### src/rtl/sd_cmd_pkg.sv
package sd_cmd_pkg;
  typedef enum logic [2:0] {
    ST_IDLE, ST_LEAD, ST_FRAME, ST_POLL, ST_TAIL, ST_TRAIL
  } sd_state_e;

  localparam logic [7:0] FILL_BYTE   = 8'hFF;
  localparam logic [7:0] START_MARK  = 8'h40;
  localparam logic [7:0] CRC_FIXED   = 8'h95;
  localparam logic [7:0] CRC_IFCOND  = 8'h87;
  localparam logic [7:0] R1_NONE     = 8'hFF;
  localparam logic [5:0] IDX_IFCOND  = 6'd8;
  localparam logic [5:0] IDX_RDOCR   = 6'd58;

  function automatic logic [7:0] crc_for(input logic [5:0] idx);
    return (idx == IDX_IFCOND) ? CRC_IFCOND : CRC_FIXED;
  endfunction

  function automatic logic has_tail(input logic [5:0] idx);
    return (idx == IDX_IFCOND) || (idx == IDX_RDOCR);
  endfunction
endpackage

### src/rtl/sd_frame_gen.sv
module sd_frame_gen
  import sd_cmd_pkg::*;
#(
  parameter int unsigned ARG_W = 32,
  parameter int unsigned SEL_W = 3
) (
  input  logic [5:0]       cmd_idx_i,
  input  logic [ARG_W-1:0] cmd_arg_i,
  input  logic [SEL_W-1:0] sel_i,
  output logic [7:0]       byte_o
);
  localparam int unsigned ARG_BYTES   = ARG_W / 8;
  localparam int unsigned FRAME_BYTES = ARG_BYTES + 2;

  logic [7:0] frame [FRAME_BYTES];

  assign frame[0] = START_MARK | {2'b00, cmd_idx_i};
  for (genvar g = 0; g < ARG_BYTES; g++) begin : g_arg
    assign frame[g+1] = cmd_arg_i[8*(ARG_BYTES-1-g) +: 8];
  end
  assign frame[FRAME_BYTES-1] = crc_for(cmd_idx_i);

  always_comb begin
    byte_o = FILL_BYTE;
    for (int i = 0; i < FRAME_BYTES; i++) begin
      if (sel_i == SEL_W'(i)) byte_o = frame[i];
    end
  end
endmodule

### src/rtl/sd_poll_timer.sv
module sd_poll_timer #(
  parameter int unsigned LIMIT = 5000
) (
  input  logic clk_i,
  input  logic rst_ni,
  input  logic clear_i,
  input  logic step_i,
  output logic last_o
);
  localparam int unsigned CNT_W = $clog2(LIMIT + 1);

  logic [CNT_W-1:0] cnt_q;

  always_ff @(posedge clk_i or negedge rst_ni) begin
    if (!rst_ni)      cnt_q <= '0;
    else if (clear_i) cnt_q <= '0;
    else if (step_i)  cnt_q <= cnt_q + 1'b1;
  end

  assign last_o = (cnt_q == CNT_W'(LIMIT - 1));

  assert_poll_bound_R4: assert property (@(posedge clk_i) disable iff (!rst_ni)
    cnt_q < CNT_W'(LIMIT));
endmodule

### src/rtl/sd_tail_shift.sv
module sd_tail_shift #(
  parameter int unsigned TAIL_BYTES = 4
) (
  input  logic                    clk_i,
  input  logic                    rst_ni,
  input  logic                    clear_i,
  input  logic                    shift_i,
  input  logic [7:0]              rx_i,
  output logic [8*TAIL_BYTES-1:0] data_o
);
  logic [8*TAIL_BYTES-1:0] data_q;

  generate
    if (TAIL_BYTES == 1) begin : g_one
      always_ff @(posedge clk_i or negedge rst_ni) begin
        if (!rst_ni)      data_q <= '0;
        else if (clear_i) data_q <= '0;
        else if (shift_i) data_q <= rx_i;
      end
    end else begin : g_many
      always_ff @(posedge clk_i or negedge rst_ni) begin
        if (!rst_ni)      data_q <= '0;
        else if (clear_i) data_q <= '0;
        else if (shift_i) data_q <= {data_q[8*TAIL_BYTES-9:0], rx_i};
      end
    end
  endgenerate

  assign data_o = data_q;
endmodule

### src/rtl/sd_cmd_framer.sv
module sd_cmd_framer
  import sd_cmd_pkg::*;
#(
  parameter int unsigned ARG_W         = 32,
  parameter int unsigned TIMEOUT_POLLS = 5000,
  parameter int unsigned TAIL_BYTES    = 4
) (
  input  logic                    clk_i,
  input  logic                    rst_ni,
  input  logic                    start_i,
  input  logic [5:0]              cmd_idx_i,
  input  logic [ARG_W-1:0]        cmd_arg_i,
  input  logic                    keep_sel_i,
  output logic                    busy_o,
  output logic                    done_o,
  output logic [7:0]              r1_o,
  output logic                    timeout_o,
  output logic [8*TAIL_BYTES-1:0] tail_o,
  output logic                    spi_req_o,
  output logic [7:0]              spi_tx_o,
  input  logic [7:0]              spi_rx_i,
  input  logic                    spi_done_i,
  output logic                    spi_cs_no
);
  localparam int unsigned FRAME_BYTES = ARG_W / 8 + 2;
  localparam int unsigned SEQ_MAX     = (FRAME_BYTES > TAIL_BYTES) ? FRAME_BYTES : TAIL_BYTES;
  localparam int unsigned SEQ_W       = (SEQ_MAX > 1) ? $clog2(SEQ_MAX) : 1;
  localparam logic [SEQ_W-1:0] FRAME_LAST = SEQ_W'(FRAME_BYTES - 1);
  localparam logic [SEQ_W-1:0] TAIL_LAST  = SEQ_W'(TAIL_BYTES - 1);

  sd_state_e        state_q;
  logic [5:0]       idx_q;
  logic [ARG_W-1:0] arg_q;
  logic             keep_q;
  logic [SEQ_W-1:0] seq_q;
  logic             cs_q, done_q, timeout_q;
  logic [7:0]       r1_q;
  logic [7:0]       frame_byte;
  logic             poll_last, got_reply, accept;

  assign accept    = (state_q == ST_IDLE) && start_i;
  assign got_reply = !spi_rx_i[7];

  sd_frame_gen #(.ARG_W(ARG_W), .SEL_W(SEQ_W)) frame_i (
    .cmd_idx_i (idx_q),
    .cmd_arg_i (arg_q),
    .sel_i     (seq_q),
    .byte_o    (frame_byte)
  );

  sd_poll_timer #(.LIMIT(TIMEOUT_POLLS)) timer_i (
    .clk_i   (clk_i),
    .rst_ni  (rst_ni),
    .clear_i (state_q == ST_IDLE),
    .step_i  ((state_q == ST_POLL) && spi_done_i && !got_reply && !poll_last),
    .last_o  (poll_last)
  );

  sd_tail_shift #(.TAIL_BYTES(TAIL_BYTES)) tail_i (
    .clk_i   (clk_i),
    .rst_ni  (rst_ni),
    .clear_i (accept),
    .shift_i ((state_q == ST_TAIL) && spi_done_i),
    .rx_i    (spi_rx_i),
    .data_o  (tail_o)
  );

  always_ff @(posedge clk_i or negedge rst_ni) begin
    if (!rst_ni) begin
      state_q   <= ST_IDLE;
      idx_q     <= '0;
      arg_q     <= '0;
      keep_q    <= 1'b0;
      seq_q     <= '0;
      cs_q      <= 1'b1;
      done_q    <= 1'b0;
      timeout_q <= 1'b0;
      r1_q      <= R1_NONE;
    end else begin
      done_q <= 1'b0;
      case (state_q)
        ST_IDLE: if (start_i) begin
          idx_q     <= cmd_idx_i;
          arg_q     <= cmd_arg_i;
          keep_q    <= keep_sel_i;
          cs_q      <= 1'b0;
          timeout_q <= 1'b0;
          r1_q      <= R1_NONE;
          state_q   <= ST_LEAD;
        end
        ST_LEAD: if (spi_done_i) begin
          seq_q   <= '0;
          state_q <= ST_FRAME;
        end
        ST_FRAME: if (spi_done_i) begin
          if (seq_q == FRAME_LAST) state_q <= ST_POLL;
          else                     seq_q   <= seq_q + 1'b1;
        end
        ST_POLL: if (spi_done_i) begin
          if (got_reply) begin
            r1_q <= spi_rx_i;
            if (has_tail(idx_q)) begin
              seq_q   <= '0;
              state_q <= ST_TAIL;
            end else if (keep_q) begin
              state_q <= ST_IDLE;
              done_q  <= 1'b1;
            end else begin
              cs_q    <= 1'b1;
              state_q <= ST_TRAIL;
            end
          end else if (poll_last) begin
            r1_q      <= R1_NONE;
            timeout_q <= 1'b1;
            cs_q      <= 1'b1;
            state_q   <= ST_TRAIL;
          end
        end
        ST_TAIL: if (spi_done_i) begin
          if (seq_q == TAIL_LAST) begin
            if (keep_q) begin
              state_q <= ST_IDLE;
              done_q  <= 1'b1;
            end else begin
              cs_q    <= 1'b1;
              state_q <= ST_TRAIL;
            end
          end else begin
            seq_q <= seq_q + 1'b1;
          end
        end
        ST_TRAIL: if (spi_done_i) begin
          state_q <= ST_IDLE;
          done_q  <= 1'b1;
        end
        default: state_q <= ST_IDLE;
      endcase
    end
  end

  assign busy_o    = (state_q != ST_IDLE);
  assign done_o    = done_q;
  assign r1_o      = r1_q;
  assign timeout_o = timeout_q;
  assign spi_req_o = (state_q != ST_IDLE);
  assign spi_tx_o  = (state_q == ST_FRAME) ? frame_byte : FILL_BYTE;
  assign spi_cs_no = cs_q;

  assert_cs_low_frame_R1: assert property (@(posedge clk_i) disable iff (!rst_ni)
    (state_q == ST_FRAME || state_q == ST_LEAD) |-> !spi_cs_no);
  assert_start_marker_R1: assert property (@(posedge clk_i) disable iff (!rst_ni)
    (state_q == ST_FRAME && seq_q == '0) |-> spi_tx_o[7:6] == 2'b01);
  assert_crc_end_bit_R2: assert property (@(posedge clk_i) disable iff (!rst_ni)
    (state_q == ST_FRAME && seq_q == FRAME_LAST) |-> spi_tx_o[0]);
  assert_reply_msb_R3: assert property (@(posedge clk_i) disable iff (!rst_ni)
    (done_o && !timeout_o) |-> !r1_o[7]);
  assert_timeout_ones_R4: assert property (@(posedge clk_i) disable iff (!rst_ni)
    (done_o && timeout_o) |-> r1_o == R1_NONE);
  assert_release_cs_R6: assert property (@(posedge clk_i) disable iff (!rst_ni)
    (state_q == ST_TRAIL) |-> spi_cs_no);
  assert_keep_hold_R7: assert property (@(posedge clk_i) disable iff (!rst_ni)
    (done_o && keep_q && !timeout_o) |-> !spi_cs_no);
  assert_done_idle_R8: assert property (@(posedge clk_i) disable iff (!rst_ni)
    done_o |-> !busy_o);
  assert_busy_ignore_R8: assert property (@(posedge clk_i) disable iff (!rst_ni)
    (busy_o && start_i) |=> $stable(idx_q) && $stable(arg_q));
endmodule

### config.mk
export PLATFORM = sky130hd
export DESIGN_NAME = sd_cmd_framer
export DESIGN_NICKNAME = d
export VERILOG_FILES = /design/src/rtl/sd_cmd_pkg.sv /design/src/rtl/sd_frame_gen.sv /design/src/rtl/sd_poll_timer.sv /design/src/rtl/sd_tail_shift.sv /design/src/rtl/sd_cmd_framer.sv
export SDC_FILE = /design/constraint.sdc
export NUM_CORES = 1
export LEC_CHECK = 0
export BUFFER_PORTS_ARGS = -buffer_cell sky130_fd_sc_hd__buf_2
export CAP_MARGIN = 20
export CORE_MARGIN = 4
export CORE_UTILIZATION = 25
export CTS_CLUSTER_SIZE = 28
export DETAILED_ROUTE_END_ITERATION = 7
export GPL_TIMING_DRIVEN = 0
export PLACE_DENSITY = 0.42
export SYNTH_ARGS = -nofsm -noshare
export SYNTH_HDL_FRONTEND = slang
export SYNTH_SLANG_ARGS = --single-unit
### constraint.sdc
create_clock -name clk_i -period 5.4 [get_ports clk_i]
set_clock_uncertainty 0.05 [all_clocks]
set_input_delay 0.27 -clock clk_i [delete_from_list [all_inputs] [get_ports clk_i]]
set_output_delay 0.27 -clock clk_i [all_outputs]
set_load 0.01 [all_outputs]
Word-level counts from Yosys, hierarchy flattened
Cells that the tools add are included.
{"block": "totals", "ff_bits": 101, "wordCells": 121}
{"block": "op_classes", "n_addsub": 2, "n_eq_ne": 29, "muxes": 58, "reduce_logical": 21}
{"cell": "$mux 8", "count": 11}
{"cell": "$mux 32", "count": 2}
{"cell": "$mux 3", "count": 19}
{"cell": "$mux 13", "count": 2}
{"cell": "$ne 2x2->1 const B", "count": 12}
{"cell": "$pmux 3 s6", "count": 1}
{"cell": "$reduce_and 9->1", "count": 2}
{"cell": "$mux 1", "count": 17}
{"cell": "$pmux 8 s2", "count": 1}
{"cell": "$add 13x1->13 const B", "count": 1}
{"cell": "$eq 13x13->1 const B", "count": 1}
{"cell": "$eq 3x2->1 const B", "count": 4}
{"cell": "$eq 3x3->1 const B", "count": 4}
{"cell": "$pmux 3 s4", "count": 1}
{"cell": "$reduce_and 7->1", "count": 1}
{"cell": "$eq 3x1->1 const B", "count": 2}
{"cell": "$eq 6x4->1 const B", "count": 1}
{"cell": "$eq 6x6->1 const B", "count": 1}
{"cell": "$logic_not 3->1", "count": 2}
{"cell": "$ne 3x3->1 const B", "count": 2}
{"cell": "$pmux 1 s3", "count": 2}
{"cell": "$reduce_bool 2->1", "count": 3}
{"cell": "$reduce_bool 3->1", "count": 2}
{"cell": "$logic_and 1x1->1", "count": 5}
{"cell": "other kinds (10)", "count": 11}

Longest topological paths before layout
Gate-level depths: netlist (run 1).
{"block": "logic_depth", "ltp_word": 8, "mapped_depth": 8, "depth_no_buf": 6}

Hierarchy
From an unflattened synthesis (run 1), not the netlist that was laid out.
{"block": "hier_totals", "hier_cells": 423, "hier_area_um2": 4969.8}
{"module": "sd_cmd_framer", "n_inst": 1, "cells_per_inst": 195, "area_each_um2": 2553.7, "seq_area_each_um2": 1412.6}
{"module": "sd_tail_shift", "n_inst": 1, "cells_per_inst": 103, "area_each_um2": 1323.8, "seq_area_each_um2": 800.8}
{"module": "sd_poll_timer", "n_inst": 1, "cells_per_inst": 70, "area_each_um2": 680.7, "seq_area_each_um2": 325.3}
{"module": "sd_frame_gen", "n_inst": 1, "cells_per_inst": 55, "area_each_um2": 411.6, "seq_area_each_um2": 0.0}

Worst setup path after synthesis (run 1)
Ideal clock, no wire load.
{"block": "synth_timing", "kind": "flip-flop to flip-flop", "startpoint": "register seq_q[2]", "endpoint": "register seq_q[0]", "setup_ns": 0.125, "arrival_time_ns": 2.032, "setup_slack_ns": 3.193, "stages_incl_launch_ff": 8, "path_buffers": 1, "synth_period_minus_slack_ns": 2.207, "path_cell_list": "dfrtp_1 clkbuf_1 inv_1 ha_1 or4b_2 o21ai_0 o311a_1 mux2_2"}
{"block": "synth_via", "elab_chain_len": 3}
{"element": "start: declaration", "line_no": "sd_cmd_framer.sv:35", "rtl": "logic [SEQ_W-1:0] seq_q;"}
{"element": "start signal: assignment", "line_no": "sd_cmd_framer.sv:97", "rtl": "else seq_q <= seq_q + 1'b1;"}
{"element": "start signal: assignment", "line_no": "sd_cmd_framer.sv:129", "rtl": "seq_q <= seq_q + 1'b1;"}
{"element": "$eq 3x3->1 or $eq 3x2->1 (tied branches)", "line_no": "sd_cmd_framer.sv:96, sd_cmd_framer.sv:120"}
{"element": "$ne 2x2->1 (no source line)"}
{"element": "$reduce_and 9->1 (no source line) (*)"}
Mark *: on every way between the ends. The rest lies on a longest branch, timed or not.
A chain may end at the register's enable or synchronous reset.

Worst setup path in the final report (run 1)
{"block": "layout_timing", "startpoint": "register seq_q[2]", "endpoint": "output port spi_tx_o[3]"}
{"block": "layout_via", "elab_chain_len": 8}
{"element": "$logic_not 3->1", "line_no": "sd_frame_gen.sv:26", "rtl": "if (sel_i == SEL_W'(i)) byte_o = frame[i];"}
{"element": "$mux 8 (5 in series)", "line_no": "sd_frame_gen.sv:26"}
{"element": "$mux 8 (*)", "line_no": "sd_frame_gen.sv:26"}
{"element": "$mux 8 (*)", "line_no": "sd_cmd_framer.sv:146", "rtl": "assign spi_tx_o = (state_q == ST_FRAME) ? frame_byte : FILL_BYTE;"}
{"element": "end: declaration", "line_no": "sd_cmd_framer.sv:20", "rtl": "output logic [7:0] spi_tx_o,"}
Marked as above.

==> results of run 1 <==
[final cells by class]
type,instances,area share (%)
buffer,25,2.27
sequential,101,43.0
timing repair buffer,105,9.40
clock inverter,4,0.529
clock buffer,12,4.17
tap,234,4.95
multi-input combinational,274,34.7
inverter,16,1.02
[worst min-delay path, cell delays in order]
cell     delay (ns)
buf_2          0.07
nand2_1        0.03
o21ai_0        0.06
[synth_stat cells (all sizes together) (7+ instances only)]
cell    number
a21oi       18
a22o        32
buf         10
clkbuf      15
dfrtp       92
dfstp        9
inv         16
mux2        36
nand2       30
nand3        7
nor2        17
o21ai       19
o22a         7
[worst paths after layout]
path / start / end / slack, ns / depth (start not counted)
max: seq_q[2]$_DFFE_PN0P_ / spi_tx_o[3] / 2.16 / 8
min: cmd_arg_i[10] / arg_q[10]$_DFFE_PN0P_ / 0.07 / 3
max reg2reg: seq_q[2]$_DFFE_PN0P_ / seq_q[2]$_DFFE_PN0P_ / 2.91 / 7
min reg2reg: spi_cs_no$_DFFE_PN1P_ / spi_cs_no$_DFFE_PN1P_ / 0.45 / 2
max in group asynchronous: rst_ni / idx_q[3]$_DFFE_PN0P_ / 4.15 / 3
min in group asynchronous: rst_ni / timer_i.cnt_q[10]$_DFFE_PN0P_ / 0.45 / 2
[power breakdown]
| part | internal, mW | switching, mW |
|---|---|---|
| registers | 1.01 | 0.167 |
| clock network | 0.329 | 0.292 |
| logic | 0.497 | 0.550 |
[flip-flops by register name, summed over array words and instances, names as in the netlist]
signal and cells:
arg_q 32, done_o 1, idx_q 6, keep_q 1, r1_o 8, seq_q 3, spi_cs_no 1, state_q 3
tail_i.data_o 32, timeout_o 1, timer_i.cnt_q 13
[per-layer routing]
layer  vias up  track usage [%]  part of all wire, %
met5         -                0                    0
met4         0             3.62                  1.9
met3        16             3.72                  4.8
met2        99             19.4                   45
met1      1867             17.4                   48
li1       1788                -                    -
[cell families (layout without fill, tap and decap cells)]
group | count (synthesis) | count (layout) | share of synthesized area [%]
flip-flops | 101 | 101 | 53.1
multiplexers | 42 | 42 | 9.73
AO/OA/AOI/OAI | 122 | 122 | 19.5
XOR/XNOR | 1 | 1 | 0.183
buffers and inverters | 41 | 162 | 4.05
adder cells (fa/ha/maj) | 6 | 6 | 1.57
AND/OR/NAND/NOR | 103 | 103 | 12.0
[through the flow]
step / instances / cell area, µm²
3_3_place_gp: 753 / 5590
6_report: 771 / 5910
2_1_floorplan: 416 / 4780
5_1_grt: 771 / 5910
4_1_cts: 771 / 5910
3_5_place_dp: 754 / 5620
[timing repair]
item / CTS / global route
hold buffers: 1 / 0
endpoints found under the hold margin: 42 / 0
buffers inserted: 0 / 0
==> metrics.md, run 1 <==
| Metric | Value |
|---|---|
| Site Rows | 50 |
| Async S/R FF share, synth | 100% |
| Power Dens Cells | 481 nW/µm² |
| WP data required | approximately 5 ns |
| Congestion Overflow GR | 0 |
| Final WS setup | 2.16 ns |
| Initial Util | 25.5% |
| Fin. Hold Viols | 0 |
| PostCTS Resize Cnt | 0 |
| Layout area overhead | 23.5% |
| Mapped cell area | ~4800 µm² |
| Post-layout util | roughly a third |
| Clock Pin Slew Worst Setup and Hold Paths | 0.07 ns |
| Worst Tran Pin Value | 0.707 ns |
| Library cells used by synthesis | 60 |
| Synth Register Bits | 101 |
| Clk Latency, worst-skew pair | approximately 0.35 ns |
| Area of the multi-input gates | 2050 µm² |
| Number of max-cap violations | 0 |
| Hold Path Class | input port to flop |
| CP max stage cell | nor2_1 |
| Post-synth EDFFs | 0 |
| Pleak | 2.67 nW |
| Buf/Inv on CP | 4 |
| First-pass iteration count of the detailed router | 4 |
| Largest delay contributor family on the critical path | buffers and inverters |
| Most frequent cells in the layout | buf_2, dfrtp_1, mux2_2 |
| Status | complete, no violations |
| DRC violations left | 0 |
| Normalized max-slew margin | a little over half |
| Die area | 21,400 µm² |
| GR Util All Layers | approximately 13% |
| Nets@finish | 589 |
| Min Tclk post-route | 3.24 ns |
| Final ANT Viol Nets | 0 |
| Fmax | a little over 300 MHz |
| Final WL | about 13,000 µm |
| Critical-path cell list | clkbuf_1, inv_1, ha_1, clkbuf_1, nor2_1, o211ai_1, a221o_1, buf_2 |
| Vias per cell | about 4.9 |
| Top cell by count, worst path | clkbuf_1 |
| Synth Flop Type | dfrtp_1 |
| Die height | 146 µm |
| Synthesized Nets | 473 |
| Synth top area share | 48.1% |
| Setup TNS Final | 0 ns |
| Die Wd | roughly 150 µm |
| Global-route wire length before repair | roughly 22,000 µm |
| CTS buffer count | 9 |
| Via count of the first global-routing pass | a little under 4,000 |
| Vias | 3,770 |
| CP startpoint kind | flop |
| Post-synthesis cell count | 416 |
| Period utilisation layout | 60.0% |
| Worst setup EP type | primary output |
| GP Congestion | 0.802 |
| Fill cell total of the finished layout | just under 2,000 |
| I/O pins | 104 |
| PnR Total Power | 2.85 mW |
| Clock sink total | 101 |
| I/O Buffers | between 100 and 150 |
| Initial antenna violation count | 0 |
| WHS | 0.0724 ns |
| CTS H-Tree Depth | 3 |
| Unrepaired setup endpoints after global routing | no |
| Pin count of the biggest net entering global routing | 53 |
| Worst vdd rail ir drop | 201 µV |
| Core area | 18,800 µm² |
| Layout cells sized above 1 | 35.0% |
| Clock Tree Buf Depth | 2 |
| Placed wire-length estimate | 9870 µm |
| Commonest non-fill, non-tap cell in the layout | buf_2 |
| Arrival time at the worst endpoint | 2.92 ns |
| Fin. max-slew vios | 0 |
| Area leader, netlist | dfrtp_1 |
| CP Max Fanout | 10 |
| Endpoints failing setup | 0 |
| TritonCTS clock tree | done |
| Diode count | 0 |
| Synth Warn # | 0 |
| WL/cell | 17.3 µm |
| First DRT Iteration DRCs | 155 |
| CP max stage delay | 0.51 ns |
| Pre-CTS setup slack | 2.54 ns |
| Flip-flop and latch area | between 2000 and 3000 µm² |
| Seq/Total Area, Yosys | between 50 and 60% |
| Clk Tree Root Cell | clkbuf_16 |
| Critical path class | flop to primary output |
| Synthesized area per cell | 11.5 µm² |
| Largest cells by area after synthesis | dfrtp_1, mux2_2, a22o_1 |
Note: power is estimated with default switching activity, not from simulation.
==> inputs of run 2 (changes only) <==
--- a/config.mk
+++ b/config.mk
@@ -5,6 +5,7 @@
 export SDC_FILE = /design/constraint.sdc
 export NUM_CORES = 1
 export LEC_CHECK = 0
+export ABC_AREA = 1
 export BUFFER_PORTS_ARGS = -buffer_cell sky130_fd_sc_hd__buf_2
 export CAP_MARGIN = 20
 export CORE_MARGIN = 4
==> constraint.sdc (replaced) <==
create_clock -name clk_i -period 3.08 [get_ports clk_i]
set_clock_uncertainty 0.05 [all_clocks]
set_input_delay 0.154 -clock clk_i [delete_from_list [all_inputs] [get_ports clk_i]]
set_output_delay 0.154 -clock clk_i [all_outputs]
set_load 0.01 [all_outputs]
==> metrics.md, run 2 <==
| Metric | Value |
|---|---|
| Post-layout util | 33.3% (+1.8 points) |
| GR Util All Layers | 13.5% (+0.83 points) |
| Synth Register Bits | 101 (unchanged) |
| Clock sink total | 101 (unchanged) |
| Die height | 153 µm (+4.3%) |
| Fin. max-slew vios | 0 (unchanged) |
| Seq/Total Area, Yosys | 48.5% (-4.5 points) |
| Via count of the first global-routing pass | 4,755 (+21%) |
| Initial antenna violation count | 0 (unchanged) |
| WP data required | 2.88 ns (-2.20 ns) |
| Congestion Overflow GR | 0 (unchanged) |
| Critical path class | flop to primary output |
| WL/cell | 14.8 µm (-15%) |
| Number of max-cap violations | 0 (unchanged) |
| Clk Latency, worst-skew pair | 0.35 ns (about the same) |
| First DRT Iteration DRCs | 251 (+62%) |
| I/O pins | 104 (unchanged) |
| Area leader, netlist | dfrtp_1 |
| Unrepaired setup endpoints after global routing | no |
| Initial Util | 25.6% (+0.12 points) |
| Setup TNS Final | 0 ns (unchanged) |
| Mapped cell area | 5230 µm² (+9.4%) |
| CP startpoint kind | flop |
| Layout cells sized above 1 | 24.7% (-10 points) |
| Post-synth EDFFs | 0 (unchanged) |
| Commonest non-fill, non-tap cell in the layout | nand2_1 |
| CTS buffer count | 9 (unchanged) |
| Pin count of the biggest net entering global routing | 52 (-1.9%) |
| Site Rows | 52 (+4.0%) |
| Largest cells by area after synthesis | dfrtp_1, nand2_1, mux2_1 |
| TritonCTS clock tree | done |
| Fin. Hold Viols | 0 (unchanged) |
| Most frequent cells in the layout | nand2_1, buf_2, dfrtp_1 |
| Largest family of logic cells by synthesized area | simple AND/OR/NAND/NOR gates |
| Pleak | 3.34 nW (+25%) |
| Endpoints failing setup | 0 (unchanged) |
| Mux cell area share after synthesis | 6.31% (-3.4 points) |
| Final WL | 15,300 µm (+14%) |
| Pre-CTS setup slack | 0.740 ns (-1.80 ns) |
| Normalized max-slew margin | 51.0% (-1.9 points) |
| Final WS setup | 0.379 ns (-1.78 ns) |
| Worst setup EP type | primary output |
| Nets@finish | 813 (+38%) |
| Layout area overhead | 29.9% |
| I/O Buffers | 102 (-0.97%) |
| Placed wire-length estimate | 11,400 µm (+16%) |
| Synth top area share | 44.0% (-4.1 points) |
| Most common cell in the netlist | nand2_1 |
| Clock Tree Buf Depth | 2 (unchanged) |
| Compound-Gate Fraction of Synth Area | 10.3% (-9.2 points) |
| Global-route wire length before repair | 25,600 µm (+17%) |
| Arrival time at the worst endpoint | 2.50 ns (-0.42 ns) |
| Library cells used by synthesis | 35 (-42%) |
| Synth Warn # | 0 (unchanged) |
| Post-synth top cells | nand2_1, dfrtp_1, inv_1 |
| Fmax | ~370 MHz |
| Clock Pin Slew Worst Setup and Hold Paths | 0.08 ns (about the same) |
| Min Tclk post-route | 2.70 ns |
| Hold Path Class | input port to flop |
| Die Wd | 153 µm (+4.3%) |
| PostCTS Resize Cnt | 0 (unchanged) |
| Final ANT Viol Nets | 0 (unchanged) |
| Synthesized area per cell | 8.68 µm² (-25%) |
| Core area | 20,400 µm² (+8.9%) |
| First-pass iteration count of the detailed router | 5 (+1) |
| Worst Tran Pin Value | 0.736 ns (+0.0290 ns) |
| Worst vdd rail ir drop | 228 µV (+13%) |
| Die area | 23,300 µm² (+8.8%) |
| CTS H-Tree Depth | 3 (unchanged) |
| Vias per cell | 4.38 (-10%) |
| Post-synthesis adder-cell area fraction | 1.43% (-0.13 points) |
| Vias | 4,524 (+20%) |
| Synthesized Nets | 660 (+40%) |
| Simple-Gate Fraction of Synth Area | 24.4% (+12 points) |
| PnR Total Power | 5.28 mW (+86%) |
| Post-Synth XOR/XNOR Area | 0.502% (+0.32 points) |
| DRC violations left | 0 (unchanged) |
| Synth Flop Type | dfrtp_1 |
| Power Dens Cells | 777 nW/µm² (+61%) |
| Post-synthesis cell count | 603 (+45%) |
| Period utilisation layout | 87.7% |
| Clk Tree Root Cell | clkbuf_16 |
| Async S/R FF share, synth | 100% (unchanged) |
| GP Congestion | 0.821 (+2.4%) |
| CP Max Fanout | 10 (unchanged) |
| Status | complete, no violations |
[run 2: cell types whose count changed after synthesis, sizes merged, moves of 9 or more]
cell / previous run / this run
o21ai: 19 / 43
clkbuf: 15 / 2
inv: 16 / 78
nand2: 30 / 147
nor2: 17 / 58
nand3: 7 / 46
nor3: 3 / 13
nand4: 2 / 20
o22ai: 4 / 19
a22o: 32 / 0
buf: 10 / 19
[run 2: critical path, cell delays in order (launching register included)]
cell     delay [ns]
dfrtp_1        0.43
ha_1           0.22
ha_1           0.29
inv_1          0.21
buf_1          0.42
nand3_1        0.20
nand2_1        0.09
nand2_1        0.05
nand2_1        0.05
nand2_1        0.05
buf_2          0.14
[run 2: logic make-up after synthesis]
group	Yosys count
xor+xnor	3
simple gates	286
compound gates	78
fa+ha+maj	6
buf+inv	100
flops	101
mux	29
[run 2: area by class of cell]
| cell class | count | area (µm²) |
|---|---|---|
| antenna | 1 | 2.50 |
| buffer | 21 | 150 |
| clock buffer | 9 | 225 |
| clock inverter | 7 | 67.6 |
| fill | 2214 | 13600 |
| inverter | 79 | 297 |
| multi-input combinational | 402 | 2250 |
| sequential | 101 | 2540 |
| tap | 270 | 338 |
| timing repair buffer | 142 | 931 |
[run 2: final timing paths]
check | cells after the start | end | startpoint | slack [ns]
worst max register to register | 7 | done_o$_DFF_PN0_ | seq_q[0]$_DFFE_PN0P_ | 1.02
max in group asynchronous | 3 | r1_o[1]$_DFFE_PN1P_ | rst_ni | 1.86
worst min register to register | 2 | r1_o[2]$_DFFE_PN1P_ | r1_o[2]$_DFFE_PN1P_ | 0.43
worst max-delay path | 10 | spi_tx_o[4] | seq_q[0]$_DFFE_PN0P_ | 0.38
worst min-delay path | 3 | tail_i.data_o[5]$_DFFE_PN0P_ | spi_rx_i[5] | 0.02
min in group asynchronous | 2 | arg_q[7]$_DFFE_PN0P_ | rst_ni | 0.36
[run 2: timing repair]
item	in CTS	in global routing
hold buffers	39	0
buffers inserted	0	0
endpoints found under the hold margin	88	0
[run 2: where the power goes]
group	internal [mW]	leakage [nW]	switching, mW	total (mW)
clock network	0.571	0.145	0.575	1.15
registers	1.77	1.28	0.251	2.02
logic	0.809	1.92	1.30	2.11
total	3.15	3.34	2.13	5.28
[run 2: per-stage QoR]
| step | std cells | hold WS (ns) | cell area, µm² |
|---|---|---|---|
| 2_1_floorplan | 603 | -0.192 | 5230 |
| 3_3_place_gp | 975 | 0.316 | 6080 |
| 3_5_place_dp | 976 | 0.206 | 6110 |
| 4_1_cts | 1031 | 0.00831 | 6790 |
| 5_1_grt | 1031 | 0.0151 | 6790 |
| 6_report | 1032 | 0.0245 | 6800 |
[run 2: metal layers]
layer	track usage (%)	wire, µm	vias to the layer above	part of all wire [%]
li1	-	-	2281	-
met1	18.8	7330	2144	48
met2	21.3	7120	83	47
met3	2.19	552	16	3.6
met4	4.54	259	0	1.7
met5	0	0	-	0
